**src/rtl/b3zs_pkg.sv**
```systemverilog
package b3zs_pkg;

    // Number of zeros replaced by one substitution pattern.
    localparam int RUN_LEN = 3;

    // Phase of the substitution sequencer.
    typedef enum logic [1:0] {
        SQ_FILL = 2'd0,
        SQ_NORM = 2'd1,
        SQ_HOLD = 2'd2,
        SQ_VIOL = 2'd3
    } seq_state_e;

    // Kind of symbol to put on the line for the bit leaving the window.
    typedef enum logic [1:0] {
        SYM_ZERO = 2'd0,
        SYM_MARK = 2'd1,
        SYM_VIOL = 2'd2
    } sym_kind_e;

endpackage

```
**src/rtl/b3zs_window.sv**
```systemverilog
module b3zs_window #(
    parameter int DEPTH = 3
) (
    input  logic             clk,
    input  logic             rst,
    input  logic             step,
    input  logic             bit_in,
    output logic [DEPTH-1:0] win,
    output logic             full
);

    localparam int CNT_W = $clog2(DEPTH + 1);
    localparam logic [CNT_W-1:0] CNT_FULL = CNT_W'(DEPTH);

    logic [DEPTH-1:0] bits_q;
    logic [CNT_W-1:0] fill_q;

    // Oldest bit sits at index 0, newest enters at the top.
    always_ff @(posedge clk) begin
        if (rst) begin
            bits_q <= '0;
        end else if (step) begin
            bits_q <= {bit_in, bits_q[DEPTH-1:1]};
        end
    end

    always_ff @(posedge clk) begin
        if (rst) begin
            fill_q <= '0;
        end else if (step && (fill_q != CNT_FULL)) begin
            fill_q <= fill_q + 1'b1;
        end
    end

    assign win  = bits_q;
    assign full = (fill_q == CNT_FULL);

endmodule

```
**src/rtl/b3zs_seq.sv**
```systemverilog
module b3zs_seq
    import b3zs_pkg::*;
#(
    parameter int DEPTH = 3
) (
    input  logic             clk,
    input  logic             rst,
    input  logic             step,
    input  logic             full,
    input  logic [DEPTH-1:0] win,
    input  logic             parity_odd,
    output logic             sym_valid,
    output sym_kind_e        sym
);

    seq_state_e state_q;
    seq_state_e state_d;
    logic       run_zero;

    assign run_zero = (win == '0);

    // State register.
    always_ff @(posedge clk) begin
        if (rst) begin
            state_q <= SQ_FILL;
        end else begin
            state_q <= state_d;
        end
    end

    // Next state.
    always_comb begin
        state_d = state_q;
        if (step) begin
            unique case (state_q)
                SQ_FILL: begin
                    if (full) begin
                        state_d = run_zero ? SQ_HOLD : SQ_NORM;
                    end
                end
                SQ_NORM: state_d = run_zero ? SQ_HOLD : SQ_NORM;
                SQ_HOLD: state_d = SQ_VIOL;
                SQ_VIOL: state_d = SQ_NORM;
            endcase
        end
    end

    // Symbol for the bit leaving the window on this step.
    always_comb begin
        sym_valid = step && full;
        sym       = SYM_ZERO;
        unique case (state_q)
            SQ_FILL, SQ_NORM: begin
                if (run_zero) begin
                    sym = parity_odd ? SYM_ZERO : SYM_MARK;
                end else begin
                    sym = win[0] ? SYM_MARK : SYM_ZERO;
                end
            end
            SQ_HOLD: sym = SYM_ZERO;
            SQ_VIOL: sym = SYM_VIOL;
        endcase
    end

endmodule

```
**src/rtl/b3zs_rails.sv**
```systemverilog
module b3zs_rails
    import b3zs_pkg::*;
(
    input  logic      clk,
    input  logic      rst,
    input  logic      step,
    input  logic      sym_valid,
    input  sym_kind_e sym,
    output logic      parity_odd,
    output logic      out_valid,
    output logic      out_pos,
    output logic      out_neg
);

    logic last_pos_q;   // 1: last pulse positive, 0: negative
    logic parity_q;     // ordinary pulses since last violation, mod 2
    logic pulse_pos;    // polarity of a pulse sent now

    always_comb begin
        unique case (sym)
            SYM_VIOL: pulse_pos = last_pos_q;
            default:  pulse_pos = ~last_pos_q;
        endcase
    end

    // Polarity and parity tracking.
    always_ff @(posedge clk) begin
        if (rst) begin
            last_pos_q <= 1'b0;
            parity_q   <= 1'b0;
        end else if (sym_valid) begin
            unique case (sym)
                SYM_MARK: begin
                    last_pos_q <= pulse_pos;
                    parity_q   <= ~parity_q;
                end
                SYM_VIOL: begin
                    last_pos_q <= pulse_pos;
                    parity_q   <= 1'b0;
                end
                default: begin
                    last_pos_q <= last_pos_q;
                    parity_q   <= parity_q;
                end
            endcase
        end
    end

    // Registered line outputs.
    always_ff @(posedge clk) begin
        if (rst) begin
            out_valid <= 1'b0;
            out_pos   <= 1'b0;
            out_neg   <= 1'b0;
        end else begin
            out_valid <= step && sym_valid;
            out_pos   <= sym_valid && (sym != SYM_ZERO) && pulse_pos;
            out_neg   <= sym_valid && (sym != SYM_ZERO) && !pulse_pos;
        end
    end

    assign parity_odd = parity_q;

endmodule

```
**src/rtl/b3zs_encoder.sv**
```systemverilog
module b3zs_encoder
    import b3zs_pkg::*;
#(
    parameter int DEPTH = RUN_LEN
) (
    input  logic clk,
    input  logic rst,
    input  logic in_valid,
    input  logic in_bit,
    output logic out_valid,
    output logic out_pos,
    output logic out_neg
);

    logic [DEPTH-1:0] win;
    logic             full;
    logic             parity_odd;
    logic             sym_valid;
    sym_kind_e        sym;

    b3zs_window #(.DEPTH(DEPTH)) u_window (
        .clk    (clk),
        .rst    (rst),
        .step   (in_valid),
        .bit_in (in_bit),
        .win    (win),
        .full   (full)
    );

    b3zs_seq #(.DEPTH(DEPTH)) u_seq (
        .clk        (clk),
        .rst        (rst),
        .step       (in_valid),
        .full       (full),
        .win        (win),
        .parity_odd (parity_odd),
        .sym_valid  (sym_valid),
        .sym        (sym)
    );

    b3zs_rails u_rails (
        .clk        (clk),
        .rst        (rst),
        .step       (in_valid),
        .sym_valid  (sym_valid),
        .sym        (sym),
        .parity_odd (parity_odd),
        .out_valid  (out_valid),
        .out_pos    (out_pos),
        .out_neg    (out_neg)
    );

endmodule

```
**config.mk**
```make
export PLATFORM = sky130hd
export DESIGN_NAME = b3zs_encoder
export DESIGN_NICKNAME = d
export VERILOG_FILES = /design/src/rtl/b3zs_pkg.sv /design/src/rtl/b3zs_window.sv /design/src/rtl/b3zs_seq.sv /design/src/rtl/b3zs_rails.sv /design/src/rtl/b3zs_encoder.sv
export SDC_FILE = /design/constraint.sdc
export NUM_CORES = 1
export LEC_CHECK = 0
export CAP_MARGIN = 25
export CORE_AREA = 2 2 39 41
export DETAILED_ROUTE_END_ITERATION = 7
export DIE_AREA = 0 0 41 43
export PLACE_DENSITY = 0.67
export SETUP_SLACK_MARGIN = 0.1
export SYNTH_ARGS = -nofsm -noshare
export SYNTH_HDL_FRONTEND = slang
export SYNTH_SLANG_ARGS = --single-unit
```
**constraint.sdc**
```tcl
create_clock -name clk -period 1.65 [get_ports clk]
set_clock_uncertainty 0.05 [all_clocks]
set_input_delay 0.2475 -clock clk [delete_from_list [all_inputs] [get_ports clk]]
set_output_delay 0.2475 -clock clk [all_outputs]
set_load 0.01 [all_outputs]
```
==> flow_metrics.py <==
metrics = {
    "timing": {
        "max_slew_margin_pct": 71.5,
        "max_freq_mhz": 678,
        "fin_worst_hold_slack_ps": 453,
        "finalCriticalPeriod_ps": 1480,
        "tightest_slew_ps": 426,
        "rsz0062_at_grt": "no",
        "maxSlewViolCount": 0,
        "final_hold_viol_count": 0,
        "setup_slack_ps": 174,
        "setup_violations": 0,
        "finalCritPeriodShare_pct": 89.4,
        "tns_ps": 0,
    },
    "clocking": {
        "clk_latency_ps": 270,
        "cts_hold_buffers": 0,
        "cts_tree": "done",
        "clock-root-buffer": "clkbuf_4",
        "cts_setup_buffers": 0,
        "cts-buffers-inserted": 3,
        "cts_max_level": 1,
        "cts_resized": 0,
        "cts_sinks": 12,
        "cts_buffer_depth": 2,
        "cts.clk_slew.worst_paths_ps": 70,
    },
    "cells_and_area": {
        "fin_cells": 79,
        "area_growth_pct": 26.1,
        "antenna_cells": 0,
        "multi_input_comb_area_um2": 278,
        "post-route-util_pct": 47.6,
        "stdcell_area_um2": 658,
        "final_nets": 69,
        "fillers": 140,
        "drive_above_1_share_pct": 20.6,
        "seq_area_um2": 241,
    },
    "routing": {
        "vias": 390,
        "drt_iter0_markers": 1,
        "postRouteAntennaNets": 0,
        "drt_pass1_iterations": 2,
        "drc": 0,
        "routedWlPerCell_um": 11.3,
        "vias_per_cell": 4.94,
        "drt-total-wl_um": 890,
    },
    "critical_path": {
        "critPathSlowestCell": "or3_4",
        "cpPeakStageDelay_ps": 410,
        "worstPathArrival_ps": 1590,
        "crit_start": "u_window.win[2]$_SDFFE_PP0P_",
        "worstSetupPathType": "reg -> reg",
        "cp_max_fo": 4,
        "reg2reg_from": "u_window.win[2]$_SDFFE_PP0P_",
        "cp_data_required_time_ps": 1770,
        "cp-start-kind": "flip-flop",
        "worstRegToRegCells": 3,
        "worstPathCellList": "or3_4 -> a211oi_4 -> mux2_1",
        "crit_path_end_kind": "flip-flop",
    },
    "power_and_ir_drop": {
        "finalPower_mw": 0.604,
        "power_leakage_nw": 0.259,
        "ir_worst_vdd_mv": 0.477,
        "powerDensity_mw_per_mm2": 918,
    },
    "floorplanning": {
        "die_height_um": 43,
        "rows": 14,
        "start_util_pct": 37.7,
        "core_area_mm2": 0.00138,
        "dieWidth_um": 41,
        "die_area_mm2": 0.00176,
        "io_pins": 7,
    },
    "synthesis": {
        "syn_area_per_cell_um2": 9.84,
        "netlist_area_um2": 522,
        "ys_seq_elements": 12,
        "syn_inst": 53,
        "yosys_warnings": 0,
        "ys_types": 22,
        "ys_seq_area_share_pct": 46.0,
        "synth_nets": 58,
    },
    "global_route": {
        "antenna_found_initial": 0,
        "grt_max_degree": 11,
        "grt-ovfl-total": 0,
        "grt_pass1_vias": 345,
        "grt_pass1_wl_mm": 1.51,
        "grtUsageTotal_pct": 13.3,
    },
    "place": {
        "dp_slack_ps": 78.6,
        "dp.cells": 75,
        "port_buffers": 6,
        "placed_cell_area_um2": 611,
        "dpl.hpwl_um": 599,
        "place_congestion": 0.796,
    },
    "flow_run": {
        "drv_cap": 0,
    },
    "run_status": {
        "status": "finished clean",
    },
    "min_path": {
        "hold_depth": 1,
        "hp-start": "u_rails.parity_odd$_SDFFE_PP0P_",
        "hp-class": "reg -> reg",
    },
}
[worst paths after layout]
kind | to | slack [ps]
max reg2reg | u_rails.last_pos_q$_SDFFE_PP0P_ | 170
min | u_rails.parity_odd$_SDFFE_PP0P_ | 450
min reg2reg | u_rails.parity_odd$_SDFFE_PP0P_ | 450
max | u_rails.last_pos_q$_SDFFE_PP0P_ | 170
[power by group]
part           switching [mW]  total, mW  internal (mW)
combinational          0.0286     0.0633         0.0348
sequential            0.00925      0.309          0.300
clock                  0.0975      0.232          0.134
total                   0.135      0.604          0.469
[logic make-up (layout without fill, tap and decap cells)]
logic type / Yosys count / count (layout) / share of synthesized area, %
compound gates: 8 / 8 / 12.9
fa+ha+maj: 1 / 1 / 2.40
xor+xnor: 1 / 1 / 1.68
buf+inv: 3 / 13 / 2.64
flops: 12 / 12 / 46.0
simple gates: 21 / 21 / 20.1
mux: 7 / 7 / 14.1
[cells in the final DEF (no fill, tap or decap)]
master,Yosys,routed
nor4_1,1,1
nand3_1,1,1
a211oi_4,0,1
ha_2,0,1
dfxtp_2,0,1
mux2_1,2,2
mux2_2,1,1
a41oi_1,2,2
mux2i_1,4,4
nor2_1,10,10
and3b_1,1,1
or2_2,1,1
or3_4,1,1
buf_4,0,3
a311oi_1,2,2
o21ai_0,1,1
and2_1,1,1
clkdlybuf4s50_1,0,6
xnor2_1,1,1
dfxtp_1,12,11
nand2_1,3,3
nor2b_1,2,2
clkbuf_8,0,1
o21a_1,2,2
clkbuf_4,0,3
[flip-flops by register name, indices dropped and copies added, names as in the netlist]
| register | flops |
|---|---|
| u_window.win | 3 |
| u_seq.state_q | 2 |
| u_window.fill_q | 2 |
| u_rails.last_pos_q | 1 |
| u_rails.out_neg | 1 |
| u_rails.out_pos | 1 |
| u_rails.out_valid | 1 |
| u_rails.parity_odd | 1 |
[final cells by class]
type / instances / share of cell area (%)
repair buffers: 9 / 12.5
multi-input cells: 38 / 42.2
clock buffers: 4 / 5.51
flip-flops and latches: 12 / 36.7
well taps: 16 / 3.04
[Yosys cell counts]
library cell,n,area share (%)
or2_2,1,1.2
buf_2,2,1.9
nand2_1,3,2.2
nor2b_1,2,2.4
nand3_1,1,0.96
a311oi_1,2,3.4
nor2_1,10,7.2
o21ai_0,1,0.96
xnor2_1,1,1.7
ha_1,1,2.4
o21a_1,2,2.9
mux2i_1,4,7.7
mux2_2,1,2.2
a41oi_1,2,3.4
mux2_1,2,4.3
a211oi_2,1,2.4
and2_1,1,1.2
clkbuf_1,1,0.72
or3_4,1,2.2
nor4_1,1,1.2
and3b_1,1,1.7
dfxtp_1,12,46
[worst max-delay path, delay by kind of cell (launching register included)]
kind / cells / cell delay, ps
simple gates: 1 / 410
flops: 1 / 340
mux: 1 / 330
compound gates: 1 / 230
[metal layers]
metal	global-route usage, %	vias up	share of wire [%]
li1	-	207	-
met3	7.85	4	4.6
met2	16.9	8	43
met4	8.00	0	1.7
met5	0	-	0
met1	16.6	171	50
Power figures use the tool's default switching activity.
